$ cat src/rtl/seq_trig_pkg.sv
package seq_trig_pkg;

    typedef enum logic [1:0] {
        ST_IDLE  = 2'd0,
        ST_ARM   = 2'd1,
        ST_FIRE  = 2'd2,
        ST_HOLD  = 2'd3
    } trig_state_e;

    typedef enum logic [1:0] {
        FB_NONE   = 2'd0,
        FB_CANCEL = 2'd1,
        FB_TIMER  = 2'd2,
        FB_ALT    = 2'd3
    } fallback_e;

    typedef struct packed {
        trig_state_e state;
        logic        trig;
    } fsm_regs_t;

endpackage

$ cat src/rtl/seq_trig_span.sv
// Occupancy counter: counts cycles while run_i is high, clears when it
// drops, and flags the cycle that completes max(limit_i,1) cycles.
module seq_trig_span #(
    parameter int W = 16
) (
    input  logic         clk_i,
    input  logic         rst_ni,
    input  logic         run_i,
    input  logic [W-1:0] limit_i,
    output logic         done_o
);
    localparam logic [W-1:0] ONE = {{(W-1){1'b0}}, 1'b1};

    logic [W-1:0] cnt_d, cnt_q;
    logic [W:0]   elapsed;

    always_comb begin
        elapsed = {1'b0, cnt_q} + {1'b0, ONE};
        done_o  = run_i && (elapsed >= {1'b0, limit_i});
        if (!run_i)
            cnt_d = '0;
        else if (&cnt_q)
            cnt_d = cnt_q;
        else
            cnt_d = cnt_q + ONE;
    end

    always_ff @(posedge clk_i or negedge rst_ni) begin
        if (!rst_ni) cnt_q <= '0;
        else         cnt_q <= cnt_d;
    end

endmodule

$ cat src/rtl/seq_trig_fsm.sv
module seq_trig_fsm
    import seq_trig_pkg::*;
(
    input  logic        clk_i,
    input  logic        rst_ni,
    input  logic        en_i,
    input  logic        evt_a_i,
    input  logic        evt_b_i,
    input  logic        evt_c_i,
    input  logic [1:0]  rstsel_i,
    input  logic        tmo_done_i,
    input  logic        hold_done_i,
    output trig_state_e state_o,
    output logic        trig_o
);
    fsm_regs_t r_d, r_q;
    fallback_e fb;

    always_comb begin
        fb        = fallback_e'(rstsel_i);
        r_d       = r_q;
        r_d.trig  = 1'b0;
        if (!en_i) begin
            r_d.state = ST_IDLE;
        end else begin
            unique case (r_q.state)
                ST_IDLE: r_d.state = ST_ARM;
                ST_ARM: begin
                    if (evt_a_i) r_d.state = ST_FIRE;
                end
                ST_FIRE: begin
                    if (evt_b_i) begin
                        r_d.state = ST_HOLD;
                        r_d.trig  = 1'b1;
                    end else if (fb == FB_CANCEL && evt_c_i) begin
                        r_d.state = ST_ARM;
                    end else if (fb == FB_TIMER && tmo_done_i) begin
                        r_d.state = ST_ARM;
                    end
                end
                ST_HOLD: begin
                    if (hold_done_i) r_d.state = ST_ARM;
                end
                default: r_d.state = ST_IDLE;
            endcase
        end
    end

    always_ff @(posedge clk_i or negedge rst_ni) begin
        if (!rst_ni) r_q <= '{state: ST_IDLE, trig: 1'b0};
        else         r_q <= r_d;
    end

    assign state_o = r_q.state;
    assign trig_o  = r_q.trig;

endmodule

$ cat src/rtl/seq_trig_engine.sv
module seq_trig_engine
    import seq_trig_pkg::*;
#(
    parameter int TMO_W  = 16,
    parameter int HOLD_W = 32
) (
    input  logic              clk_i,
    input  logic              rst_ni,
    input  logic              en_i,
    input  logic              evt_a_i,
    input  logic              evt_b_i,
    input  logic              evt_c_i,
    input  logic [1:0]        rstsel_i,
    input  logic [TMO_W-1:0]  tmo_i,
    input  logic [HOLD_W-1:0] hold_i,
    output logic              trig_o,
    output logic [1:0]        state_o
);
    trig_state_e st;
    logic        tmo_done, hold_done;
    logic        tmo_run, hold_run;

    assign tmo_run  = en_i && (st == ST_FIRE);
    assign hold_run = en_i && (st == ST_HOLD);

    seq_trig_span #(.W(TMO_W)) u_tmo (
        .clk_i   (clk_i),
        .rst_ni  (rst_ni),
        .run_i   (tmo_run),
        .limit_i (tmo_i),
        .done_o  (tmo_done)
    );

    seq_trig_span #(.W(HOLD_W)) u_hold (
        .clk_i   (clk_i),
        .rst_ni  (rst_ni),
        .run_i   (hold_run),
        .limit_i (hold_i),
        .done_o  (hold_done)
    );

    seq_trig_fsm u_fsm (
        .clk_i       (clk_i),
        .rst_ni      (rst_ni),
        .en_i        (en_i),
        .evt_a_i     (evt_a_i),
        .evt_b_i     (evt_b_i),
        .evt_c_i     (evt_c_i),
        .rstsel_i    (rstsel_i),
        .tmo_done_i  (tmo_done),
        .hold_done_i (hold_done),
        .state_o     (st),
        .trig_o      (trig_o)
    );

    assign state_o = st;

endmodule

$ cat config.mk
export PLATFORM = sky130hd
export DESIGN_NAME = seq_trig_engine
export DESIGN_NICKNAME = d
export VERILOG_FILES = /design/src/rtl/seq_trig_pkg.sv /design/src/rtl/seq_trig_span.sv /design/src/rtl/seq_trig_fsm.sv /design/src/rtl/seq_trig_engine.sv
export SDC_FILE = /design/constraint.sdc
export NUM_CORES = 1
export LEC_CHECK = 0
export BUFFER_PORTS_ARGS = -buffer_cell sky130_fd_sc_hd__buf_2
export CAP_MARGIN = 20
export CORE_AREA = 2 2 112 87
export DETAILED_ROUTE_END_ITERATION = 12
export DIE_AREA = 0 0 114 89
export SLEW_MARGIN = 30
export SYNTH_ARGS = -nofsm -noshare
export SYNTH_HDL_FRONTEND = slang
export SYNTH_SLANG_ARGS = --single-unit
$ cat constraint.sdc
create_clock -name clk_i -period 4.35 [get_ports clk_i]
set_clock_uncertainty 0.2 [all_clocks]
set_input_delay 0.2175 -clock clk_i [delete_from_list [all_inputs] [get_ports clk_i]]
set_output_delay 0.2175 -clock clk_i [all_outputs]
set_load 0.01 [all_outputs]
==> out/summary.txt, run 1 <==
vias after detailed routing = 3362
design area = 0.00462 sq mm
global route overflow = 0
share of cells above drive strength 1 = 15.0%
Startpoint Class = flop
initial drt markers = 101
crit-path max cell delay = 0.45 ns
Num CTS Buffers = 5
Post-Syn Area = 0.00400 sq mm
Max-slew headroom = 56.9%
Post-route DRC = 0
Worst Tran Pin Value = 0.647 ns
number of library cell types mapped by synthesis = 45
Inserted Diodes = 0
CTS root buf = clkbuf_16
fin util = 51.7%
DR pass1 iterations = 4
post-synthesis instance total = 477
Max Cap Viol = 0
chip height = 89 um
# rows = 30
initial antenna violation count = 0
slowest stage cell, crit path = nor4_2
number of global-route vias before repair = 3228
full die area = 0.0101 sq mm
CTS max path bufs = 2
IO Count = 59
period utilization = 89.1%
DP Wirelength = 7170 um
Layout area overhead = 15.4%
ys async rst share = 100%
CTS tree = yes
Fillers = 872
Final setup viols = 0
number of synthesized flops with an enable pin = 0
dpl cells = 642
port bufs = 58
Hold Vio Cnt, Final = 0
Max rail drop VDD = 0.111 mV
TNS Setup = 0 ns
DR vias/cell = 5.16
Ys Warns = 0
H-tree depth = 2
status = completed
largest fanout on the critical path = 5
required time of the worst setup path = 4.32 ns
Worst-path clk slew = 0.06 ns
Detail Route Antenna Nets = 0
initial core utilization = 44.8%
pin count of the biggest net entering global routing = 52
RSZ-0062 raised after global routing = no
Crit Path Class = reg -> reg
met3 WL post-DR = 274 um
area post-placement = 0.00443 sq mm
gr usage total = 19.3%
Syn Nets = 586
Top Layer Used = met4
Lkg Pwr = 2.68 nW
wl on met1 = 5000 um
CP arrival = 3.84 ns
HP Class = in -> reg
metal2 WL = 3790 um
Cell Chain, Critical Path = ha_1 > nand4_2 > nor4_4 > buf_4 > nand2_1 > nor2_1 > xnor2_1 > inv_1 > ha_1 > nand4_1 > nor4_2 > nand3_1 > a31oi_1 > nor3_1 > o31ai_1 > o21ai_1
Skew-Pair Late Insertion Delay = 0.29 ns
Min Clock Period, post-route = 3.87 ns
Max Freq = 258 MHz
final-report max-slew violation count = 0
gpl congestion = 0.870
Synth Register Bits = 51
critical path capture point type = flop
Buffers & Inverters on Critical Path = 2
Mean Syn Cell Area = 8.39 sq um
WL/cell = 13.9 um
Core ar. = 0.00893 sq mm
clock sinks = 51
cell repeated most along the worst path = ha_1
die span in x = 114 um
crit-path leading delay family = simple AND/OR/NAND/NOR gates
Routed Wire Length = 9090 um
layout net count = 649
post-synthesis sequential area ratio = 31.9%
biggest area consumer among synthesized cells = dfrtp_1
Finished Layout Cells = 652
Top FF cell, synth = dfrtp_1
Final Power = 1.01 mW
Synth top area share = 31.9%
PD cells = 218 mW/mm^2
Synth area leaders = dfrtp_1 32%, ha_1 17%, inv_1 8.5%, a21oi_1 6.8%, xnor2_1 5.5%
first-pass GRT wire length = 15500 um
[area by class of cell]
| cell class | instances | area (sq um) | share of cell area (%) |
|---|---|---|---|
| repair buffers | 64 | 338 | 7.31 |
| multi-input cells | 327 | 2370 | 51.2 |
| inverters | 91 | 342 | 7.39 |
| well taps | 112 | 140 | 3.03 |
| flip-flops and latches | 51 | 1280 | 27.6 |
| clock buffers | 6 | 129 | 2.79 |
| clock inverters | 1 | 30.0 | 0.650 |
[cell usage after synthesis, drive strengths merged, types with 3 or more instances]
| cell | n |
|---|---|
| dfrtp | 51 |
| o21ai | 9 |
| nor2 | 27 |
| xor2 | 21 |
| nand4 | 18 |
| clkbuf | 7 |
| nand2b | 3 |
| ha | 53 |
| a21oi | 54 |
| nor4 | 5 |
| and3 | 10 |
| nor3 | 9 |
| xnor2 | 25 |
| a211oi | 5 |
| nand2 | 31 |
| nand3 | 23 |
| nor2b | 5 |
| inv | 91 |
[worst paths after layout]
path / start / to / slack, ns / depth (start not counted)
setup / recovery: u_hold.cnt_q[0] / u_fsm.state_o[0] / 0.48 / 16
hold / removal: en_i / u_fsm.state_o[0] / 0.02 / 3
setup reg to reg: u_hold.cnt_q[0] / u_fsm.state_o[0] / 0.48 / 16
hold reg to reg: u_tmo.cnt_q[14] / u_tmo.cnt_q[14] / 0.34 / 1
max in group asynchronous: rst_ni / u_tmo.cnt_q[9] / 3.15 / 3
min in group asynchronous: rst_ni / u_hold.cnt_q[5] / 0.38 / 3
[worst reg2reg max path, cell delays in order, from the launching register on]
cell,delay (ns)
dfrtp_1,0.43
ha_1,0.24
nand4_2,0.19
nor4_4,0.37
buf_4,0.21
nand2_1,0.05
nor2_1,0.14
xnor2_1,0.16
inv_1,0.06
ha_1,0.30
nand4_1,0.18
nor4_2,0.45
nand3_1,0.12
a31oi_1,0.18
nor3_1,0.12
o31ai_1,0.27
o21ai_1,0.09
[metal layers]
metal  vias to the layer above  global-route usage, %
met3                         4                   3.19
met4                         0                   3.10
li1                       1722                      -
met1                      1586                   29.4
met2                        50                   29.2
met5                         -                      0
[where the power goes]
part	internal (mW)	total, mW	switching [mW]
registers	0.477	0.480	0.00356
clock network	0.269	0.434	0.165
logic	0.0416	0.0921	0.0505
[what timing repair did]
action / in CTS / in global routing
endpoints found under the hold margin: 51 / 0
gates resized for setup: 0 / 2
hold buffers: 1 / 0
endpoints found under the setup margin: 0 / 2
buffers inserted: 0 / 2
[sequential cells by signal (all words and copies together) (netlist names)]
name and count:
u_hold.cnt_q 32, u_tmo.cnt_q 16, u_fsm.state_o 2, u_fsm.trig_o 1
[per-stage QoR]
stage               setup slack, ns  hold WS, ns
global placement              0.548        0.182
finish                        0.476       0.0178
floorplan                     0.863       -0.278
detailed placement            0.292        0.174
global route                  0.116       0.0264
CTS                           0.217       0.0107
[placed cells by master (no fill, tap or decap), types with 10 or more instances in the layout]
master | Yosys | final
inv_1 | 91 | 91
buf_2 | 0 | 58
a21oi_1 | 54 | 54
ha_1 | 53 | 53
dfrtp_1 | 51 | 51
nand2_1 | 31 | 31
nor2_1 | 27 | 27
xnor2_1 | 25 | 25
nand3_1 | 22 | 22
xor2_1 | 21 | 21
nand4_1 | 15 | 15
and3_1 | 10 | 10
[logic make-up after synthesis]
kind of cell               after synthesis  share of synthesized area [%]
xor gates and xnor gates                46                           10.1
muxes                                    2                          0.500
adders and majority gates               53                           16.6
DFF                                     51                           31.9
buffers and inverters                   99                           9.28
AOI/OAI and AO/OA                       84                           12.0
and+or+nand+nor                        142                           19.7
Power figures use the tool's default switching activity.
==> inputs of run 2 (changes only) <==
CORE_AREA = 2 2 113 88   (was 2 2 112 87)
DIE_AREA = 0 0 115 90   (was 0 0 114 89)
SYNTH_HIERARCHICAL = 1   (was default)
==> out/summary.txt, run 2 <==
cell internal pwr = 0.797 mW (+1.3%)
period utilization = 94.1% (+5.0 points)
CTS max path bufs = 2 (unchanged)
final-report max-slew violation count = 0 (unchanged)
Synth area leaders = dfrtp_1 31%, ha_1 16%, inv_1 7.3%, a21oi_1 5.2%, xnor2_1 4.9%
Min Clock Period, post-route = 4.09 ns (+0.219 ns)
Layout area overhead = 16.0%
clock share of power = 43.8% (+0.7 points)
initial drt markers = 184 (+82%)
gr usage total = 17.7% (-1.6 points)
Post-Syn Area = 0.00408 sq mm (+1.9%)
port bufs = 58 (unchanged)
CP startpoint = u_hold/cnt_q[5]
required time of the worst setup path = 4.38 ns (+0.06 ns)
worst reg-to-reg setup slack = 0.26 ns (-0.22 ns)
Finished Layout Cells = 652 (unchanged)
design area = 0.00473 sq mm (+2.4%)
Inserted Diodes = 0 (unchanged)
biggest area consumer among synthesized cells = dfrtp_1
max reg flops = 32 (unchanged)
number of global-route vias before repair = 3081 (-4.6%)
H-tree depth = 2 (unchanged)
Routed Wire Length = 8950 um (-1.6%)
chip height = 90 um (+1.1%)
status = completed
Lkg Pwr = 2.60 nW (-3.0%)
Hold Vio Cnt, Final = 0 (unchanged)
DR pass1 iterations = 4 (unchanged)
setup slack at placement = 0.0838 ns (-0.208 ns)
Max-slew headroom = 55.8% (-1.0 points)
CTS tree = yes
Startpoint Class = flop
Flop pwr share = 46.4% (-1.3 points)
DP Wirelength = 6760 um (-5.7%)
Syn Nets = 584 (-0.34%)
Top FF cell, synth = dfrtp_1
Sw Share = 23.5% (+1.7 points)
Commonest cells post-synth = 79 x inv_1, 53 x ha_1, 51 x dfrtp_1, 42 x a21oi_1, 30 x nand2_1
CP endpoint = u_fsm/state_o[1]
initial antenna violation count = 0 (unchanged)
Core ar. = 0.00931 sq mm (+4.2%)
vias after detailed routing = 3375 (+0.39%)
post-synthesis instance total = 475 (-0.42%)
Fillers = 856 (-1.8%)
HP Class = in -> reg
number of library cell types mapped by synthesis = 54 (+20%)
die span in x = 115 um (+0.88%)
R2R depth = 14 (-2)
number of synthesized flops with an enable pin = 0 (unchanged)
Setup WS post-layout = 0.257 ns (-0.219 ns)
Top reg by flops = u_hold/cnt_q
most frequent cells in the layout = 78 x inv_1, 58 x buf_2, 53 x ha_1
Mean Syn Cell Area = 8.59 sq um (+2.3%)
commonest non-fill, non-tap cell in the layout = inv_1
# rows = 31 (+3.3%)
Post-route DRC = 0 (unchanged)
Max Freq = 244 MHz (-5.4%)
final hold slack = 0.135 ns (+0.117 ns)
Ys Warns = 6 (+6)
dpl cells = 641 (-0.16%)
r2r startpoint = u_hold/cnt_q[5]
post-synthesis sequential area ratio = 31.3% (-0.59 points)
Synth Register Bits = 51 (unchanged)
critical path capture point type = flop
RR Endpoint = u_fsm/state_o[1]
first-pass GRT wire length = 14800 um (-4.2%)
largest fanout on the critical path = 6 (+1)
initial core utilization = 43.8% (-1.0 points)
Worst Tran Pin Value = 0.662 ns (+0.0155 ns)
Max rail drop VDD = 0.182 mV (+63%)
IO Count = 59 (unchanged)
combinational share of power = 9.9% (+0.7 points)
pin count of the biggest net entering global routing = 52 (unchanged)
Detail Route Antenna Nets = 0 (unchanged)
ys async rst share = 100% (unchanged)
WL/cell = 13.7 um (-1.6%)
Num CTS Buffers = 5 (unchanged)
layout net count = 645 (-0.62%)
Synth top area share = 31.3% (-0.59 points)
Skew-Pair Late Insertion Delay = 0.30 ns (about the same)
PD cells = 220 mW/mm^2 (+1.1%)
Final Power = 1.04 mW (+3.5%)
Sw Pwr = 0.244 mW (+11%)
full die area = 0.0104 sq mm (+2.0%)
Final setup viols = 0 (unchanged)
Worst-path clk slew = 0.07 ns (about the same)
DR vias/cell = 5.18 (+0.39%)
cell with the most instances after synthesis = inv_1
clock sinks = 51 (unchanged)
Crit Path Class = reg -> reg
Max Cap Viol = 0 (unchanged)
CP arrival = 4.12 ns (+0.28 ns)
share of cells above drive strength 1 = 18.2% (+3.2 points)
area post-placement = 0.00450 sq mm (+1.7%)
gpl congestion = 0.789 (-9.3%)
CTS root buf = clkbuf_16
global route overflow = 0 (unchanged)
## run 2: cell count changes in the layout (fill, tap and decap cells not counted), moves of 3 or more
cell / delta
and4_1: +6
o21a_1: +10
xor2_2: +3
nand4_1: -4
o21ai_0: +4
and3_1: -3
inv_1: -13
a21oi_1: -12
nor2_1: -6
nor4_1: +4
nand3_1: +3
## run 2: logic make-up after synthesis
group | after synthesis | synth area share, %
AO/OA/AOI/OAI | 87 | 12.8
XOR/XNOR | 46 | 10.2
adder cells (fa/ha/maj) | 53 | 16.3
buffers and inverters | 92 | 8.59
flip-flops | 51 | 31.3
multiplexers | 3 | 0.736
AND/OR/NAND/NOR | 143 | 20.1
## run 2: critical path: stages, from the launching register on
cell      delay, ns
dfrtp_2        0.42
nand4_2        0.18
or4_4          0.56
or4_4          0.56
xor2_2         0.17
inv_1          0.07
ha_1           0.27
nand2_1        0.06
nor2_1         0.14
nand4_1        0.18
a311oi_2       0.23
o31a_1         0.22
o22ai_2        0.12
or4_1          0.48
a21boi_1       0.15
## run 2: through the flow
step	setup TNS, ns	util, %
2_1_floorplan	0	-
3_3_place_gp	0	48.3
3_5_place_dp	0	48.3
4_1_cts	0	50.5
5_1_grt	-0.00190	50.8
6_report	0	50.8
## run 2: how the worst min path moves through the flow
stage / startpoint / end / slack (ns) / cells past startpoint
global route: evt_a_i / u_fsm/state_o[1] / 0.17 / 4
global placement: rst_ni / u_tmo/cnt_q[10] / 0.18 / 2
finish: evt_a_i / u_fsm/state_o[1] / 0.13 / 4
detailed placement: rst_ni / u_hold/cnt_q[22] / 0.19 / 2
CTS: evt_a_i / u_fsm/state_o[1] / 0.16 / 4
floorplan: rst_ni / u_fsm/state_o[0] / -0.28 / 0
## run 2: area by class of cell
cell class	instances	area, sq um	area share [%]
clock buffers	5	125	2.64
clock inverters	3	43.8	0.925
inverters	80	300	6.35
multi-input cells	332	2480	52.5
flip-flops and latches	51	1280	27.0
well taps	115	144	3.04
repair buffers	66	358	7.56
## run 2: what timing repair did
item / 4_1_cts / 5_1_grt
buffers inserted: 0 / 0
gates resized for setup: 0 / 9
endpoints found under the hold margin: 53 / 0
setup endpoints to repair: 0 / 2
hold buffers: 3 / 0
## run 2: metal layers
layer / vias to the layer above / part of all wire, % / global-route usage [%] / wire, um
li1: 1747 / - / - / -
met1: 1533 / 55 / 29.4 / 4920
met2: 87 / 39 / 23.3 / 3450
met3: 8 / 5.5 / 2.76 / 491
met4: 0 / 0.93 / 4.22 / 83
met5: - / 0 / 0 / 0
## run 2: power groups by stage
stage                     combinational [mW]  sequential [mW]  clock [mW]
after floorplan                       0.0490            0.492           0
after global placement                0.0984            0.492           0
after detailed placement               0.100            0.492           0
after CTS                              0.103            0.483       0.462
after global routing                   0.120            0.483       0.478
final                                  0.103            0.483       0.456
==> inputs of run 3 (changes only) <==
CORE_AREA = 2 2 103 80   (was 2 2 113 88)
DIE_AREA = 0 0 105 82   (was 0 0 115 90)
PLACE_DENSITY = 0.76   (was default)
==> out/summary.txt, run 3 (synthesis gave the netlist of run 2 again) <==
Worst-path clk slew = 0.09 ns (+0.02 ns)
Max rail drop VDD = 0.112 mV (-38%)
CTS tree = yes
final-report max-slew violation count = 0 (unchanged)
commonest non-fill, non-tap cell in the layout = inv_1
r2r startpoint = u_hold/cnt_q[5]
CP arrival = 4.09 ns (-0.03 ns)
Skew-Pair Late Insertion Delay = 0.30 ns (about the same)
Worst Tran Pin Value = 0.656 ns (-0.00594 ns)
WL/cell = 14.2 um (+3.5%)
full die area = 0.00861 sq mm (-17%)
Max Freq = 246 MHz (+0.70%)
metal2 WL = 4130 um (+20%)
Num CTS Buffers = 5 (unchanged)
max reg flops = 32 (unchanged)
Cell Chain, Critical Path = nand4_2 > or4_4 > or4_4 > xor2_1 > inv_1 > ha_1 > nand2_1 > nor2_1 > nand4_1 > a311oi_1 > o31a_1 > o22ai_1 > or4_1 > a21boi_1
Min Clock Period, post-route = 4.06 ns (-0.0286 ns)
Hold Crit Depth = 4 (unchanged)
period utilization = 93.4% (-0.66 points)
wl on met1 = 4440 um (-9.8%)
largest fanout on the critical path = 6 (unchanged)
Hold Vio Cnt, Final = 0 (unchanged)
met3 WL post-DR = 452 um (-7.9%)
required time of the worst setup path = 4.38 ns (about the same)
pin count of the biggest net entering global routing = 52 (unchanged)
Sw Pwr = 0.215 mW (-12%)
CTS max path bufs = 2 (unchanged)
Post-route DRC = 0 (unchanged)
gpl congestion = 0.831 (+5.3%)
gr usage total = 22.4% (+4.7 points)
initial core utilization = 53.4% (+9.6 points)
status = completed
TNS Setup = 0 ns (unchanged)
initial antenna violation count = 0 (unchanged)
HP Class = in -> reg
cell repeated most along the worst path = or4_4
Detail Route Antenna Nets = 0 (unchanged)
Startpoint Class = flop
first-pass GRT wire length = 15600 um (+5.0%)
DR vias/cell = 5.39 (+4.2%)
Max-slew headroom = 56.2% (+0.40 points)
initial drt markers = 130 (-29%)
worst reg-to-reg setup slack = 0.29 ns (+0.03 ns)
RR Endpoint = u_fsm/state_o[1]
DR pass1 iterations = 7 (+3)
final hold slack = 0.175 ns (+0.0401 ns)
port bufs = 58 (unchanged)
# rows = 28 (-9.7%)
most frequent cells in the layout = 78 x inv_1, 58 x buf_2, 52 x ha_1
cell internal pwr = 0.635 mW (-20%)
Hold Path End = u_fsm/state_o[1]
number of global-route vias before repair = 3434 (+11%)
share of cells above drive strength 1 = 18.0% (-0.25 points)
vias after detailed routing = 3474 (+2.9%)
slowest stage cell, crit path = or4_4
chip height = 82 um (-8.9%)
RSZ-0062 raised after global routing = no
Top reg by flops = u_hold/cnt_q
Sw Share = 25.3% (+1.8 points)
Layout area overhead = 13.4%
Max Cap Viol = 0 (unchanged)
Inserted Diodes = 0 (unchanged)
global route overflow = 0 (unchanged)
layout net count = 647 (+0.31%)
combinational share of power = 12.1% (+2.2 points)
Lkg Pwr = 2.57 nW (-1.4%)
H-tree depth = 2 (unchanged)
critical path capture point type = flop
Core ar. = 0.00764 sq mm (-18%)
Final setup viols = 0 (unchanged)
crit-path max cell delay = 0.57 ns (about the same)
Post-CTS Setup Repair Bufs = 0 (unchanged)
IO Count = 59 (unchanged)
die span in x = 105 um (-8.7%)
clock share of power = 31.1% (-13 points)
Routed Wire Length = 9150 um (+2.2%)
Top Layer Used = met4
DP Wirelength = 7290 um (+7.9%)
R2R depth = 14 (unchanged)
clock sinks = 51 (unchanged)
Crit Path Class = reg -> reg
worst hold path startpoint = evt_a_i
PD cells = 184 mW/mm^2 (-17%)
Flop pwr share = 56.8% (+10 points)
CTS root buf = clkbuf_8
-- run 3: power groups by stage --
stage               combinational, mW  sequential, mW  clock, mW
floorplan                      0.0490           0.492          0
global placement               0.0960           0.492          0
detailed placement              0.101           0.492          0
CTS                             0.104           0.483      0.271
global route                    0.120           0.484      0.299
finish                          0.103           0.483      0.264
-- run 3: cell type report --
type / instances / area, sq um
clock buffer: 5 / 68.8
clock inverter: 3 / 15.0
fill: 707 / 3010
inverter: 80 / 300
multi-input combinational: 332 / 2460
sequential: 51 / 1280
tap: 105 / 131
timing repair buffer: 68 / 373
-- run 3: repair_timing --
item | in CTS | in global routing
resized for setup | 0 | 5
hold endpoints to repair | 54 | 0
hold buffers | 3 | 0
setup endpoints to repair | 0 | 2
-- run 3: how the worst max path moves through the flow --
stage / to / from
global placement: u_fsm/state_o[1] / u_hold/cnt_q[0]
global route: u_fsm/state_o[1] / u_hold/cnt_q[5]
detailed placement: u_fsm/state_o[1] / u_hold/cnt_q[0]
floorplan: u_fsm/state_o[1] / u_hold/cnt_q[5]
finish: u_fsm/state_o[1] / u_hold/cnt_q[5]
CTS: u_fsm/state_o[1] / u_hold/cnt_q[5]
-- run 3: stage by stage --
step | area, sq um | power, mW | worst slack (ns) | cells | util [%]
floorplan | 4080 | 0.541 | 0.565 | 475 | -
global placement | 4500 | 0.588 | 0.362 | 633 | 59.0
detailed placement | 4500 | 0.593 | 0.213 | 633 | 59.0
CTS | 4620 | 0.857 | 0.170 | 644 | 60.5
global route | 4630 | 0.902 | 0.00945 | 644 | 60.6
finish | 4630 | 0.849 | 0.285 | 644 | 60.6
-- run 3: worst max-delay path, delay by kind of cell, from the launching register on --
kind | cells | cell delay (ns)
xor gates and xnor gates | 1 | 0.23
DFF | 1 | 0.45
and+or+nand+nor | 7 | 2.09
buffers and inverters | 1 | 0.07
AOI/OAI and AO/OA | 4 | 0.69
adders and majority gates | 1 | 0.27
-- run 3: metal layers --
layer | up-vias | global-route usage (%)
li1 | 1757 | -
met1 | 1625 | 30.6
met2 | 84 | 38.2
met3 | 8 | 3.17
met4 | 0 | 5.20
met5 | - | 0
